[src/rtl/lem_pkg.sv]
package lem_pkg;
    // access size codes, log2 of the byte count
    localparam int unsigned SZ_BYTE  = 0;
    localparam int unsigned SZ_HALF  = 1;
    localparam int unsigned SZ_WORD  = 2;
    localparam int unsigned SZ_DWORD = 3;
    localparam int unsigned BYTE_W   = 8;
endpackage

[src/rtl/lem_mode_reg.sv]
module lem_mode_reg (
    input  logic clk,
    input  logic rst_n,
    input  logic we,
    input  logic wval,
    output logic mode
);
    logic mode_d, mode_q;

    always_comb begin
        mode_d = mode_q;
        if (we) begin
            mode_d = wval;
        end
    end

    always_ff @(posedge clk or negedge rst_n) begin
        if (!rst_n) begin
            mode_q <= 1'b0;
        end else begin
            mode_q <= mode_d;
        end
    end

    assign mode = mode_q;


    mode_hold_chk: assert property (@(posedge clk) disable iff (!rst_n)
        !we |=> $stable(mode_q));


    mode_load_chk: assert property (@(posedge clk) disable iff (!rst_n)
        we |=> (mode_q == $past(wval)));
endmodule

[src/rtl/lem_addr_unit.sv]
module lem_addr_unit #(
    parameter int unsigned ADDR_W = 32,
    parameter int unsigned LANES  = 8,
    parameter int unsigned SZ_W   = 2
) (
    input  logic [ADDR_W-1:0] addr,
    input  logic [SZ_W-1:0]   size,
    input  logic              le,
    output logic [ADDR_W-1:0] maddr,
    output logic [LANES-1:0]  cpu_be,
    output logic [LANES-1:0]  munged_be,
    output logic              misalign
);
    localparam int unsigned OFF_W = $clog2(LANES);

    logic [OFF_W-1:0] off;
    logic [OFF_W-1:0] moff;
    logic [OFF_W:0]   span;
    logic [OFF_W-1:0] low_mask;
    logic [OFF_W-1:0] xmask;
    logic [OFF_W+1:0] lo_c, hi_c, lo_m, hi_m;

    always_comb begin
        off      = addr[OFF_W-1:0];
        span     = (OFF_W+1)'(1) << size;
        low_mask = span[OFF_W-1:0] - 1'b1;
        misalign = |(off & low_mask);
        xmask    = le ? ~low_mask : '0;
        moff     = off ^ xmask;
        maddr    = {addr[ADDR_W-1:OFF_W], moff};
        lo_c     = {2'b00, off};
        hi_c     = lo_c + {1'b0, span};
        lo_m     = {2'b00, moff};
        hi_m     = lo_m + {1'b0, span};
    end

    for (genvar j = 0; j < LANES; j++) begin : g_be
        localparam logic [OFF_W+1:0] JL = (OFF_W+2)'(j);
        assign cpu_be[j]    = (lo_c <= JL) && (JL < hi_c);
        assign munged_be[j] = (lo_m <= JL) && (JL < hi_m);
    end
endmodule

[src/rtl/lem_lane_steer.sv]
module lem_lane_steer #(
    parameter int unsigned LANES   = 8,
    parameter bit          INVERSE = 1'b0
) (
    input  logic [LANES*8-1:0] din,
    input  logic [LANES-1:0]   bin,
    input  logic               le,
    input  logic               rev,
    output logic [LANES*8-1:0] dout,
    output logic [LANES-1:0]   bout
);
    localparam int unsigned LMAX = LANES - 1;

    logic [LANES*8-1:0] s1_d;
    logic [LANES-1:0]   s1_b;
    logic               en1, en2;

    // forward: munge then reverse; inverse: reverse then munge
    assign en1 = INVERSE ? rev : le;
    assign en2 = INVERSE ? le  : rev;

    for (genvar j = 0; j < LANES; j++) begin : g_s1
        localparam int unsigned MJ = j ^ LMAX;
        localparam int unsigned RJ = LMAX - j;
        localparam int unsigned I1 = INVERSE ? RJ : MJ;
        assign s1_d[j*8 +: 8] = en1 ? din[I1*8 +: 8] : din[j*8 +: 8];
        assign s1_b[j]        = en1 ? bin[I1]        : bin[j];
    end

    for (genvar j = 0; j < LANES; j++) begin : g_s2
        localparam int unsigned MJ = j ^ LMAX;
        localparam int unsigned RJ = LMAX - j;
        localparam int unsigned I2 = INVERSE ? MJ : RJ;
        assign dout[j*8 +: 8] = en2 ? s1_d[I2*8 +: 8] : s1_d[j*8 +: 8];
        assign bout[j]        = en2 ? s1_b[I2]        : s1_b[j];
    end
endmodule

[src/rtl/le_munge_bridge.sv]
module le_munge_bridge #(
    parameter int unsigned ADDR_W = 32,
    parameter int unsigned DATA_W = 64,
    localparam int unsigned LANES = DATA_W / lem_pkg::BYTE_W,
    localparam int unsigned OFF_W = $clog2(LANES),
    localparam int unsigned SZ_W  = $clog2(OFF_W + 1)
) (
    input  logic              clk,
    input  logic              rst_n,
    input  logic              cfg_we,
    input  logic              cfg_le,
    output logic              mode_le,
    input  logic              req_valid,
    input  logic              req_write,
    input  logic [ADDR_W-1:0] req_addr,
    input  logic [SZ_W-1:0]   req_size,
    input  logic              req_rev,
    input  logic [DATA_W-1:0] req_wdata,
    output logic              ext_valid,
    output logic              ext_write,
    output logic [ADDR_W-1:0] ext_addr,
    output logic [LANES-1:0]  ext_be,
    output logic [DATA_W-1:0] ext_wdata,
    output logic              req_err,
    input  logic              ext_rvalid,
    input  logic [DATA_W-1:0] ext_rdata,
    output logic              cpu_rvalid,
    output logic [DATA_W-1:0] cpu_rdata
);
    typedef struct packed {
        logic              ext_valid;
        logic              ext_write;
        logic [ADDR_W-1:0] ext_addr;
        logic [LANES-1:0]  ext_be;
        logic [DATA_W-1:0] ext_wdata;
        logic              err;
        logic              ctx_le;
        logic              ctx_rev;
        logic [LANES-1:0]  ctx_ebe;
        logic              rvalid;
        logic [DATA_W-1:0] rdata;
    } st_t;

    st_t st_d, st_q;

    logic              mode_q;
    logic [ADDR_W-1:0] maddr;
    logic [LANES-1:0]  cpu_be, munged_be;
    logic              misalign;
    logic [DATA_W-1:0] wr_d;
    logic [LANES-1:0]  wr_be;
    logic [DATA_W-1:0] rd_d;
    logic [LANES-1:0]  rd_be;
    logic [DATA_W-1:0] rd_mask;
    logic              fwd;

    lem_mode_reg u_mode (
        .clk   (clk),
        .rst_n (rst_n),
        .we    (cfg_we),
        .wval  (cfg_le),
        .mode  (mode_q)
    );

    lem_addr_unit #(.ADDR_W(ADDR_W), .LANES(LANES), .SZ_W(SZ_W)) u_addr (
        .addr      (req_addr),
        .size      (req_size),
        .le        (mode_q),
        .maddr     (maddr),
        .cpu_be    (cpu_be),
        .munged_be (munged_be),
        .misalign  (misalign)
    );

    lem_lane_steer #(.LANES(LANES), .INVERSE(1'b0)) u_wr_steer (
        .din  (req_wdata),
        .bin  (cpu_be),
        .le   (mode_q),
        .rev  (req_rev),
        .dout (wr_d),
        .bout (wr_be)
    );

    lem_lane_steer #(.LANES(LANES), .INVERSE(1'b1)) u_rd_steer (
        .din  (ext_rdata),
        .bin  (st_q.ctx_ebe),
        .le   (st_q.ctx_le),
        .rev  (st_q.ctx_rev),
        .dout (rd_d),
        .bout (rd_be)
    );

    for (genvar j = 0; j < LANES; j++) begin : g_mask
        assign rd_mask[j*8 +: 8] = {8{rd_be[j]}};
    end

    assign fwd = req_valid && !misalign;

    always_comb begin
        st_d           = st_q;
        st_d.ext_valid = 1'b0;
        st_d.err       = req_valid && misalign;
        st_d.rvalid    = 1'b0;
        if (fwd) begin
            st_d.ext_valid = 1'b1;
            st_d.ext_write = req_write;
            st_d.ext_addr  = maddr;
            st_d.ext_be    = wr_be;
            st_d.ext_wdata = req_write ? wr_d : '0;
            if (!req_write) begin
                st_d.ctx_le  = mode_q;
                st_d.ctx_rev = req_rev;
                st_d.ctx_ebe = wr_be;
            end
        end
        if (ext_rvalid) begin
            st_d.rvalid = 1'b1;
            st_d.rdata  = rd_d & rd_mask;
        end
    end

    always_ff @(posedge clk or negedge rst_n) begin
        if (!rst_n) begin
            st_q <= '0;
        end else begin
            st_q <= st_d;
        end
    end

    assign mode_le    = mode_q;
    assign ext_valid  = st_q.ext_valid;
    assign ext_write  = st_q.ext_write;
    assign ext_addr   = st_q.ext_addr;
    assign ext_be     = st_q.ext_be;
    assign ext_wdata  = st_q.ext_wdata;
    assign req_err    = st_q.err;
    assign cpu_rvalid = st_q.rvalid;
    assign cpu_rdata  = st_q.rdata;


    be_agree_chk: assert property (@(posedge clk) disable iff (!rst_n)
        (req_valid && !misalign && !req_rev) |-> (wr_be == munged_be));


    fwd_latency_chk: assert property (@(posedge clk) disable iff (!rst_n)
        (req_valid && !misalign) |=> ext_valid);


    byte_munge_chk: assert property (@(posedge clk) disable iff (!rst_n)
        (req_valid && !misalign && mode_q && (req_size == '0))
        |=> (ext_addr[OFF_W-1:0] == ~$past(req_addr[OFF_W-1:0])));


    err_no_fwd_chk: assert property (@(posedge clk) disable iff (!rst_n)
        (req_valid && misalign) |=> (req_err && !ext_valid));


    rd_latency_chk: assert property (@(posedge clk) disable iff (!rst_n)
        ext_rvalid |=> cpu_rvalid);
endmodule

[config.mk]
export PLATFORM = sky130hd
export DESIGN_NAME = le_munge_bridge
export DESIGN_NICKNAME = d
export VERILOG_FILES = /design/src/rtl/lem_pkg.sv /design/src/rtl/lem_mode_reg.sv /design/src/rtl/lem_addr_unit.sv /design/src/rtl/lem_lane_steer.sv /design/src/rtl/le_munge_bridge.sv
export SDC_FILE = /design/constraint.sdc
export NUM_CORES = 1
export LEC_CHECK = 0
export BUFFER_PORTS_ARGS = -buffer_cell sky130_fd_sc_hd__buf_4
export CORE_ASPECT_RATIO = 0.75
export CORE_MARGIN = 2
export CORE_UTILIZATION = 55
export DETAILED_ROUTE_END_ITERATION = 8
export PLACE_DENSITY_LB_ADDON = 0.12
export SETUP_SLACK_MARGIN = 0.4
export SYNTH_ARGS = -nofsm -noshare
export SYNTH_HDL_FRONTEND = slang
export SYNTH_SLANG_ARGS = --single-unit
[constraint.sdc]
create_clock -name clk -period 4.5 [get_ports clk]
set_clock_uncertainty 0.2 [all_clocks]
set_input_delay 0.225 -clock clk [delete_from_list [all_inputs] [get_ports clk]]
set_output_delay 0.225 -clock clk [all_outputs]
set_load 0.05 [all_outputs]
# ---- Yosys cells after proc, flatten, opt, wreduce, memory -nomap -nowiden
# Index checks and enable logic that the tools add are counted.
# W data, S select, Z words.
dict set report op_classes {
  add_sub_neg 2
  n_lt_le_gt_ge 16
  shift 1
  n_mux 68
  bitwise 5
  n_reduce_logical 13
}
# operator count
set op_table {}
lappend op_table {{$mux W8} 32}
lappend op_table {{$mux W106} 1}
lappend op_table {{$mux W65} 1}
lappend op_table {{$and A64 B64 Y64} 1}
lappend op_table {{$mux W64} 1}
lappend op_table {{$mux W1} 32}
lappend op_table {{$lt A3 B5 Y1 const A} 4}
lappend op_table {{$le A3 B3 Y1 const B} 4}
lappend op_table {{$logic_and A1 B1 Y1} 10}
lappend op_table {{$lt A1 B5 Y1 const A} 2}
lappend op_table {{$lt A2 B5 Y1 const A} 2}
lappend op_table {{$le A3 B1 Y1 const B} 2}
lappend op_table {{$le A3 B2 Y1 const B} 2}
lappend op_table {{$add A3 B4 Y5} 1}
lappend op_table {{$shl A1 B2 Y4 const A} 1}
lappend op_table {{$and A3 B3 Y3} 1}
lappend op_table {{$mux W3} 1}
lappend op_table {{$not A3 Y3} 1}
lappend op_table {{$reduce_or A3 Y1} 1}
lappend op_table {{$sub A3 B1 Y3 const B} 1}
lappend op_table {{$xor A3 B3 Y3} 1}
lappend op_table {{$reduce_and A2 Y1} 1}
lappend op_table {{$logic_not A1 Y1} 1}
lappend op_table {{$not A1 Y1} 1}
dict set report totals {
  regBits 183
  in_bits 170
  output_inout_bits 173
}

# ---- Logic depth before layout (Yosys ltp)
# Gate-level depths: netlist of run 1.
dict set report logic_depth {
  depth_word 7
  mapped_depth 10
  ltp_nobuf 8
}

# ---- Hierarchy
# A second synthesis of run 1 with hierarchy kept.
dict set report unflattened {
  cells_unflattened 1143
  area_unflattened_um2 11499.8
}
# module instances cells_each area_each_um2
set modules_own_cells {}
lappend modules_own_cells {le_munge_bridge 1 830 8670.8}
lappend modules_own_cells {lem_lane_steer 2 80 880.8}
lappend modules_own_cells {lem_addr_unit 1 151 1027.2}
lappend modules_own_cells {lem_mode_reg 1 2 40.0}

# ---- Least setup slack after synthesis of run 1
# OpenSTA, ideal clock, no wires.
dict set report synth_path {
  kind {input to register}
  start {input req_size[1]}
  end {register st_q[66] in the netlist's numbering}
  setup_ns 0.125
  arrival_ns 1.900
  setup_slack_ns 2.275
  stages 8
  n_path_buf 0
  path_cell_list {nor2_1 -> ha_1 -> fa_1 -> and4bb_1 -> nor4_1 -> a211oi_1 -> o22ai_1 -> mux2_2}
}
dict set report synth_between {
  elab_chain_len 7
  word_cells_on_any_way 15
}
# element line_no
set synth_rtl {}
lappend synth_rtl {{start, declared} le_munge_bridge.sv:16} ;# input logic [SZ_W-1:0] req_size,
lappend synth_rtl {{$shl A1 B2 Y4 *} lem_addr_unit.sv:25} ;# span = (OFF_W+1)'(1) << size;
lappend synth_rtl {{parallel branches: the longest is 6 deep, another holds $add A3 B4 Y5} n/a}
lappend synth_rtl {{end signal, assigned} le_munge_bridge.sv:126} ;# st_q <= st_d;
lappend synth_rtl {{end, declared} le_munge_bridge.sv:44} ;# st_t st_d, st_q;
# Every way passes the cells marked *.
# A chain may end at the register's enable or synchronous reset.

# ---- Final worst setup path of run 1
dict set report layout_path {
  start {register u_mode.mode_q (netlist: u_mode.mode)}
  end {register st_q (netlist bit ext_wdata[19])}
}
dict set report layout_between {
  elab_chain_len 3
  word_cells_on_any_way 4
}
# element line_no
set layout_rtl {}
lappend layout_rtl {{start, declared} lem_mode_reg.sv:8} ;# logic mode_d, mode_q;
lappend layout_rtl {{start signal, assigned} lem_mode_reg.sv:21} ;# mode_q <= mode_d;
lappend layout_rtl {{$mux W8} lem_lane_steer.sv:26} ;# assign s1_d[j*8 +: 8] = en1 ? din[I1*8 +: 8] : din[j*8 +: 8];
lappend layout_rtl {{$mux W8 *} lem_lane_steer.sv:34} ;# assign dout[j*8 +: 8] = en2 ? s1_d[I2*8 +: 8] : s1_d[j*8 +: 8];
lappend layout_rtl {{$mux W64 *} le_munge_bridge.sv:109} ;# st_d.ext_wdata = req_write ? wr_d : '0;
# Every way passes the cells marked *; elsewhere a longest branch is shown, timed or not.

==> results of run 1 <==
-- power groups by stage --
stage / clock network [W] / logic (W) / registers, W
floorplan: 0 / 0.00270 / 0.00220
global placement: 0 / 0.00314 / 0.00226
detailed placement: 0 / 0.00317 / 0.00227
CTS: 0.00160 / 0.00342 / 0.00224
global route: 0.00167 / 0.00365 / 0.00230
finish: 0.00157 / 0.00348 / 0.00226
-- timing repair --
item                      4_1_cts  5_1_grt
gates resized for setup         0        0
hold buffers                  206        0
hold endpoints to repair      266        0
-- path summary, 6_finish.rpt --
| kind | end | slack (ns) | cells past startpoint |
|---|---|---|---|
| max in group asynchronous | ext_wdata[13]$_DFFE_PN0P_ | 2.75 | 3 |
| worst max-delay path | ext_wdata[19]$_DFFE_PN0P_ | 1.29 | 6 |
| min in group asynchronous | ext_wdata[29]$_DFFE_PN0P_ | 0.26 | 2 |
| worst max register to register | ext_wdata[19]$_DFFE_PN0P_ | 1.29 | 6 |
| worst min register to register | ext_addr[7]$_DFFE_PN0P_ | 0.28 | 2 |
| worst min-delay path | ext_wdata[63]$_DFFE_PN0P_ | 0.01 | 4 |
-- worst max-delay path: stages, from the launching register on --
cell,delay (ns)
dfrtp_1,0.62
xnor2_4,0.80
buf_4,0.51
nand2_1,0.14
a21oi_1,0.16
dlygate4sd3_1,0.57
a22o_1,0.11
-- layout make-up --
cell class	instances	area [sq um]	share of cell area (%)
Inverter	67	251	1.78
Sequential cell	183	4580	32.5
Antenna cell	2	5.00	0.0355
Timing Repair Buffer	557	4700	33.3
Clock inverter	15	195	1.38
Tap cell	242	303	2.15
Multi-Input combinational cell	605	3650	25.8
Clock buffer	17	425	3.01
-- registers in the layout, summed over array words and instances (netlist names) --
| name | count |
|---|---|
| ext_addr | 32 |
| ext_be | 8 |
| cpu_rvalid | 1 |
| ext_write | 1 |
| u_mode.mode | 1 |
| ext_wdata | 64 |
| cpu_rdata | 64 |
| st_q | 10 |
| req_err | 1 |
| ext_valid | 1 |
-- metrics by stage --
stage / std cells / setup slack, ns / total power [W]
3_3_place_gp: 1448 / 1.85 / 0.00540
4_1_cts: 1686 / 1.40 / 0.00727
3_5_place_dp: 1448 / 1.80 / 0.00544
2_1_floorplan: 1085 / 2.28 / 0.00491
6_report: 1688 / 1.29 / 0.00731
5_1_grt: 1687 / 1.06 / 0.00762
-- synth_stat cells, drive strengths merged (4+ instances only) --
cell type  instances  area [sq um]
nand2            266          1000
buf              200          1420
dfrtp            183          4580
a21oi             70           354
o22ai             68           425
inv               67           251
a22o              64           561
mux2i             64           641
clkbuf            30           114
mux2              19           214
nor2               9          41.3
o21ai              9          45.0
nor2b              5          31.3
ha                 4          50.1
xnor2              4          42.6
xor2               4          42.6
-- logic make-up (layout without fill, tap and decap cells) --
| logic type | count (synthesis) | count (layout) | synth area share [%] |
|---|---|---|---|
| AO/OA/AOI/OAI | 218 | 218 | 14.5 |
| XOR/XNOR | 8 | 8 | 0.854 |
| adder cells (fa/ha/maj) | 5 | 5 | 0.703 |
| buffers and inverters | 297 | 656 | 18.0 |
| flip-flops | 183 | 183 | 46.0 |
| multiplexers | 83 | 83 | 8.58 |
| other | 0 | 2 | 0 |
| AND/OR/NAND/NOR | 291 | 291 | 11.5 |
-- routing by layer --
metal	up-vias	share of wire (%)	routed length, um	GRT usage [%]
li1	4152	-	-	-
met1	4325	40	12000	38.6
met2	398	49	14900	53.5
met3	59	7.9	2370	9.06
met4	0	2.8	839	11.9
met5	-	0	0	0
==> results by group, run 1 <==
Power
  – Comb pwr share: 47.6%
  – P_int: 0.00415 W
  – P per Cell Area: 518 mW/mm^2
  – P_leak: 7.16 nW
  – Peak VDD IR: 0.000326 V
  – Switching part of the total power: 43.3%
  – Switching power: 0.00316 W
  – Clock power frac: 21.5%
  – Sequential share of power: 30.9%

Routing
  – Routed wire length: 30.1 mm
  – Post-DRT Antenna Nets: 0
  – DR vias: 8934
  – Violation count after the first detailed-route iteration: 677
  – Drt first pass iters: 5
  – Drt drc: 0
  – Via density: 5.29
  – Average wire per standard cell: 17.8 um

STA
  – Setup-failing EPs final: 0
  – Final Cycle Share: 71.4%
  – RSZ-0062 raised after global routing: no
  – Fin. Hold Viols: 0
  – Hold slack: 0.0126 ns
  – Final Critical Period: 3.21 ns
  – Final Max Tran Viols: 0
  – Fmax: 311 MHz
  – Worst Max-Slew Pin Slew: 1.02 ns
  – Relative slew margins: 31.8%
  – TNS Setup: 0 ns

Clock tree
  – Worst-case clock buffer depth: 2
  – Cts bufs inserted: 17
  – H-tree depth: 4
  – Root Buffer: clkbuf_16
  – Clock Sinks: 183
  – Post-CTS Setup Bufs: 0
  – Clk_lat worst skew: 0.43 ns
  – Worst-path clk slew: 0.07 ns
  – TritonCTS clock tree: done

Global route
  – Remaining global-route overflow: 0
  – Vias in the first global route: 9172
  – Overall routing resource usage: 31.5%
  – Pin count of the biggest net entering global routing: 120
  – Initial antenna violation count: 1
  – First-pass GRT wire length: 48.0 mm

Setup path
  – Worst r2r src: u_mode.mode$_DFFE_PN0P_
  – Crit end category: flip-flop
  – CP Class: flip-flop to flip-flop
  – Critical Path Fanout Max: 41
  – Req. time, crit path: 4.67 ns
  – Critical path origin: u_mode.mode$_DFFE_PN0P_
  – Critical path arrival: 3.39 ns
  – Crit path launch type: flip-flop

Logic synthesis
  – Ys Warns: 0
  – Post-Synthesis Cells: 1085
  – Post-synth ARST share: 100%
  – Syn Std Cell Area: 0.00996 sq mm
  – Post-synth EDFFs: 0
  – FF+latch count, synth: 183
  – Sequential area share after synthesis: 46.0%
  – Ys flop type: dfrtp_1
  – Net count after synthesis: 1260
  – Syn_area_per_cell: 9.18 sq um
  – Synth cell types: 37

Layout
  – Synthesis-to-finish area growth: 41.6%
  – Final Util: 79.7%
  – Commonest non-fill, non-tap cells in the layout: buf_4 (350), nand2_1 (265), dlygate4sd3_1 (206)
  – Fraction of layout cells with a size suffix above 1: 28.4%
  – Design area: 0.0141 sq mm
  – Most common cell after layout, fill and taps aside: buf_4
  – Nets: 1606
  – Layout fillers: 1088

Job
  – Max-cap violations: 0

Worst hold path
  – Hold Crit Start: req_wdata[63]
  – Hold Crit Class: input pin to flip-flop

Floorplan
  – Die Span Y: 121 um
  – Die Span X: 159 um
  – Die area: 0.0192 sq mm
  – Core area: 0.0177 sq mm
  – Starting density of the core: 56.3%
  – Ports: 343
  – Num rows: 42

Outcome
  – Status: finished clean

Placement
  – Dpl cell area: 0.0114 sq mm
  – Port Buf Inserts: 342
  – Hpwl dp: 17.6 mm
  – Routability cong.: 0.821
Note: power is estimated with default switching activity, not from simulation.
==> inputs of run 2 (changes only) <==
- CORE_UTILIZATION: 55 -> 51
- clock period: 4.5 -> 3.05 ns (I/O delays scaled with it)
==> results by group, run 2 (same netlist as run 1, synthesis figures left out) <==
Floorplan
  – Die Span X: 165 um
  – Die area: 0.0207 sq mm
  – Core area: 0.0193 sq mm
  – Die Span Y: 125 um
  – Starting density of the core: 51.7%
  – Num rows: 44
  – Ports: 343

Setup path
  – Critical Path Fanout Max: 164
  – Worst setup endpoint: ext_wdata[2]$_DFFE_PN0P_
  – R2R Setup Slk: 0.58 ns
  – Most used cell, CP: dlygate4sd3_1
  – Critical path origin: req_addr[2]
  – Critical path arrival: 2.70 ns
  – R2R Path End: ext_wdata[20]$_DFFE_PN0P_
  – Crit-path cells: dlygate4sd3_1, buf_4, a21o_1, a21oi_2, nand2_4, buf_16, a22o_1, dlygate4sd3_1
  – CP Class: input pin to flip-flop
  – Crit path launch type: input pin
  – Crit end category: flip-flop
  – Worst r2r src: u_mode.mode$_DFFE_PN0P_
  – Worst path slowest cell: dlygate4sd3_1
  – Req. time, crit path: 3.17 ns
  – CP peak stage delay: 0.57 ns
  – R2R depth: 6

Layout
  – Ant. Diodes: 0
  – Design area: 0.0145 sq mm
  – Synthesis-to-finish area growth: 45.5%
  – Commonest non-fill, non-tap cells in the layout: buf_4 (349), nand2_1 (265), dlygate4sd3_1 (230)
  – Fraction of layout cells with a size suffix above 1: 28.3%
  – Layout fillers: 1300
  – Nets: 1634
  – Most common cell after layout, fill and taps aside: buf_4

Routing
  – Routed wire length: 29.1 mm
  – Post-DRT Antenna Nets: 0
  – Via density: 5.14
  – Drt first pass iters: 5
  – Violation count after the first detailed-route iteration: 640
  – Average wire per standard cell: 16.9 um
  – DR vias: 8872
  – Drt drc: 0

STA
  – Final Critical Period: 2.59 ns
  – RSZ-0062 raised after global routing: no
  – TNS Setup: 0 ns
  – Relative slew margins: 50.3%
  – Setup-failing EPs final: 0
  – Worst Max-Slew Pin Slew: 0.745 ns
  – Fmax: 386 MHz
  – Final Max Tran Viols: 0
  – Fin. Hold Viols: 0
  – Final Cycle Share: 84.8%

Global route
  – First-pass GRT wire length: 46.4 mm
  – Vias in the first global route: 9139
  – Initial antenna violation count: 0
  – Overall routing resource usage: 28.3%
  – Pin count of the biggest net entering global routing: 165
  – Remaining global-route overflow: 0

Clock tree
  – Post-CTS Setup Bufs: 0
  – Clk_lat worst skew: 0.43 ns
  – H-tree depth: 4
  – TritonCTS clock tree: done
  – Worst-case clock buffer depth: 2
  – Cts bufs inserted: 17
  – Clock Sinks: 183
  – Worst-path clk slew: 0.08 ns
  – Root Buffer: clkbuf_16

Power
  – P_leak: 7.33 nW
  – Peak VDD IR: 0.000520 V
  – P per Cell Area: 753 mW/mm^2

Worst hold path
  – Worst Hold Path Cells: 3
  – Hold Crit Class: input pin to flip-flop

Placement
  – Hpwl dp: 17.4 mm
  – Port Buf Inserts: 342
  – Routability cong.: 0.913
  – Dpl cell area: 0.0115 sq mm

Outcome
  – Status: finished clean

Job
  – Max-cap violations: 0
run 2: cell count changes in the layout (fill, tap and decap cells not counted), sizes merged:
cell	previous run	this run
buf	350	354
bufinv	3	4
clkbuf	18	21
clkinv	4	0
clkinvlp	3	4
diode	2	0
dlygate4sd3	206	230
inv	72	71
run 2: how the worst min path moves through the flow:
stage | startpoint | to | slack [ns]
floorplan | rst_n | cpu_rdata[0]$_DFFE_PN0P_ | -0.34
global placement | rst_n | ext_wdata[29]$_DFFE_PN0P_ | 0.05
detailed placement | rst_n | ext_wdata[29]$_DFFE_PN0P_ | 0.04
CTS | req_write | ext_write$_DFFE_PN0P_ | 0.06
global route | req_write | ext_write$_DFFE_PN0P_ | 0.09
finish | req_write | ext_write$_DFFE_PN0P_ | 0.08
run 2: layout make-up:
class | instances | area, sq um | share of cell area (%)
well taps | 253 | 317 | 2.18
multi-input cells | 605 | 3660 | 25.3
inverters | 67 | 251 | 1.73
clock inverters | 12 | 188 | 1.29
repair buffers | 585 | 5040 | 34.8
clock buffers | 20 | 457 | 3.15
flip-flops and latches | 183 | 4580 | 31.6
run 2: per-stage QoR:
stage | std cells | hold WS, ns | utilization [%] | worst slack [ns] | power [W]
global placement | 1463 | 0.0471 | 59.8 | 0.619 | 0.00801
finish | 1725 | 0.0823 | 75.2 | 0.462 | 0.0109
floorplan | 1085 | -0.343 | - | 0.898 | 0.00724
global route | 1725 | 0.0930 | 75.2 | 0.402 | 0.0114
detailed placement | 1463 | 0.0442 | 59.8 | 0.576 | 0.00806
CTS | 1725 | 0.0614 | 75.1 | 0.420 | 0.0109
run 2: repair_timing:
item	4_1_cts	5_1_grt
hold endpoints to repair	244	0
gates resized for setup	0	5
hold buffers	230	0
setup endpoints to repair	0	40
run 2: critical path: cells and delay by family:
kind / cells / cell delay, ns
buf+inv: 4 / 1.60
compound gates: 3 / 0.74
simple gates: 1 / 0.12
run 2: power by group:
part	internal, W	switching [W]
logic	0.00191	0.00327
registers	0.00297	0.000346
clock network	0.00143	0.000999
run 2: routing by layer:
layer  global-route usage [%]  up-vias  share of wire (%)
li1                         -     4198                  -
met1                     35.4     4280                 41
met2                     46.6      329                 48
met3                     7.27       65                7.4
met4                     11.9        0                3.4
met5                        0        -                  0
==> inputs of run 3 (changes only) <==
- clock period: 3.05 -> 2.6 ns (I/O delays scaled with it)
==> results by group, run 3 (same netlist as run 1, synthesis figures left out) <==
STA
  – Setup-failing EPs final: 0
  – Final Cycle Share: 81.2%
  – Fmax: 474 MHz
  – RSZ-0062 raised after global routing: yes
  – Worst Max-Slew Pin Slew: 0.717 ns
  – Relative slew margins: 52.2%
  – Fin. Hold Viols: 0
  – Final Critical Period: 2.11 ns
  – Final Max Tran Viols: 0
  – TNS Setup: 0 ns

Setup path
  – R2R Setup Slk: 0.60 ns
  – Crit path launch type: input pin
  – Critical Path Fanout Max: 10
  – Critical path arrival: 2.21 ns
  – Crit end category: flip-flop
  – CP Class: input pin to flip-flop
  – Req. time, crit path: 2.70 ns

Floorplan
  – Die Span X: 165 um
  – Die area: 0.0207 sq mm
  – Die Span Y: 125 um
  – Starting density of the core: 51.7%
  – Core area: 0.0193 sq mm
  – Ports: 343
  – Num rows: 44

Global route
  – Pin count of the biggest net entering global routing: 100
  – Remaining global-route overflow: 0
  – Initial antenna violation count: 1
  – Overall routing resource usage: 27.5%
  – Vias in the first global route: 8704
  – First-pass GRT wire length: 44.9 mm

Clock tree
  – Root Buffer: clkbuf_16
  – Worst-path clk slew: 0.07 ns
  – Clock Sinks: 183
  – Clk_lat worst skew: 0.42 ns
  – H-tree depth: 4
  – TritonCTS clock tree: done
  – Cts bufs inserted: 17
  – Worst-case clock buffer depth: 2

Power
  – Sequential share of power: 31.0%
  – P_int: 0.00719 W
  – Switching part of the total power: 42.6%
  – Clock power frac: 21.7%
  – P per Cell Area: 896 mW/mm^2
  – Switching power: 0.00535 W
  – Peak VDD IR: 0.000522 V
  – Total Power Consumption: 0.0125 W
  – P_leak: 7.07 nW
  – Comb pwr share: 47.3%

Layout
  – Commonest non-fill, non-tap cells in the layout: buf_4 (356), nand2_1 (265), dfrtp_1 (182)
  – Synthesis-to-finish area growth: 40.4%
  – Fraction of layout cells with a size suffix above 1: 30.0%
  – Nets: 1585
  – Most common cell after layout, fill and taps aside: buf_4
  – Final cell count without fillers: 1676

Placement
  – Routability cong.: 0.916
  – Port Buf Inserts: 342
  – Hpwl dp: 18.1 mm
  – Placed Cells incl. Taps: 1471

Routing
  – DR vias: 8608
  – Drt first pass iters: 7
  – Average wire per standard cell: 17.1 um
  – Violation count after the first detailed-route iteration: 594
  – Drt drc: 0
  – Routed wire length: 28.6 mm
  – Post-DRT Antenna Nets: 0
  – Via density: 5.14

Outcome
  – Status: finished clean

Worst hold path
  – Hold Crit Class: input pin to flip-flop

Job
  – Max-cap violations: 0
==> run 3: timing repair <==
action	4_1_cts	5_1_grt
endpoints found under the hold margin	270	0
setup endpoints to repair	7	83
pin swaps	0	1
gates resized for setup	1	8
hold buffers	170	0
buffers inserted	0	3
==> run 3: metrics by stage <==
| step | setup slack (ns) | util, % | hold WS, ns | area [sq um] |
|---|---|---|---|---|
| after floorplan | 0.470 | - | -0.366 | 9960 |
| final | 0.488 | 72.6 | 0.0216 | 14000 |
| after CTS | 0.404 | 72.2 | 0.00208 | 13900 |
| after global routing | 0.399 | 72.6 | 0.0174 | 14000 |
| after detailed placement | 0.121 | 60.1 | -0.0143 | 11600 |
| after global placement | 0.189 | 60.1 | -0.0159 | 11600 |
==> run 3: routing by layer <==
| metal | GRT usage, % | vias to the layer above | routed length, um |
|---|---|---|---|
| met4 | 8.92 | 0 | 646 |
| li1 | - | 4105 | - |
| met3 | 7.50 | 44 | 2230 |
| met5 | 0 | - | 0 |
| met1 | 34.8 | 4124 | 11800 |
| met2 | 45.8 | 335 | 13900 |
==> run 3: power groups by stage <==
stage	combinational [W]	sequential [W]	clock, W
final	0.00593	0.00389	0.00271
after global routing	0.00626	0.00397	0.00290
after CTS	0.00583	0.00388	0.00277
after detailed placement	0.00561	0.00392	0
after global placement	0.00556	0.00390	0
after floorplan	0.00468	0.00381	0
==> run 3: worst max-delay path, stage by stage <==
cell           delay (ns)
dlygate4sd3_1        0.53
buf_4                0.19
ha_4                 0.31
and2_1               0.13
a21oi_1              0.08
buf_4                0.18
nor3_1               0.21
o22ai_1              0.16
mux2_2               0.28
==> run 3: final timing paths <==
path,start,endpoint,cells after the start
max in group asynchronous,rst_n,u_mode.mode$_DFFE_PN0P_,3
setup reg to reg,u_mode.mode$_DFFE_PN0P_,ext_wdata[25]$_DFFE_PN0P_,5
min in group asynchronous,rst_n,ext_wdata[29]$_DFFE_PN0P_,2
hold / removal,ext_rvalid,cpu_rdata[24]$_DFFE_PN0P_,2
hold reg to reg,ext_addr[20]$_DFFE_PN0P_,ext_addr[20]$_DFFE_PN0P_,2
setup / recovery,req_addr[2],st_q[71]$_DFFE_PN0P_,9
==> run 3: final cells by class <==
type,instances,area (sq um)
Fill cell,1363,5280
Clock buffer,19,453
Multi-Input combinational cell,605,3680
Clock inverter,12,163
Sequential cell,183,4580
Timing Repair Buffer,536,4540
Inverter,67,253
Antenna cell,1,2.50
Tap cell,253,317
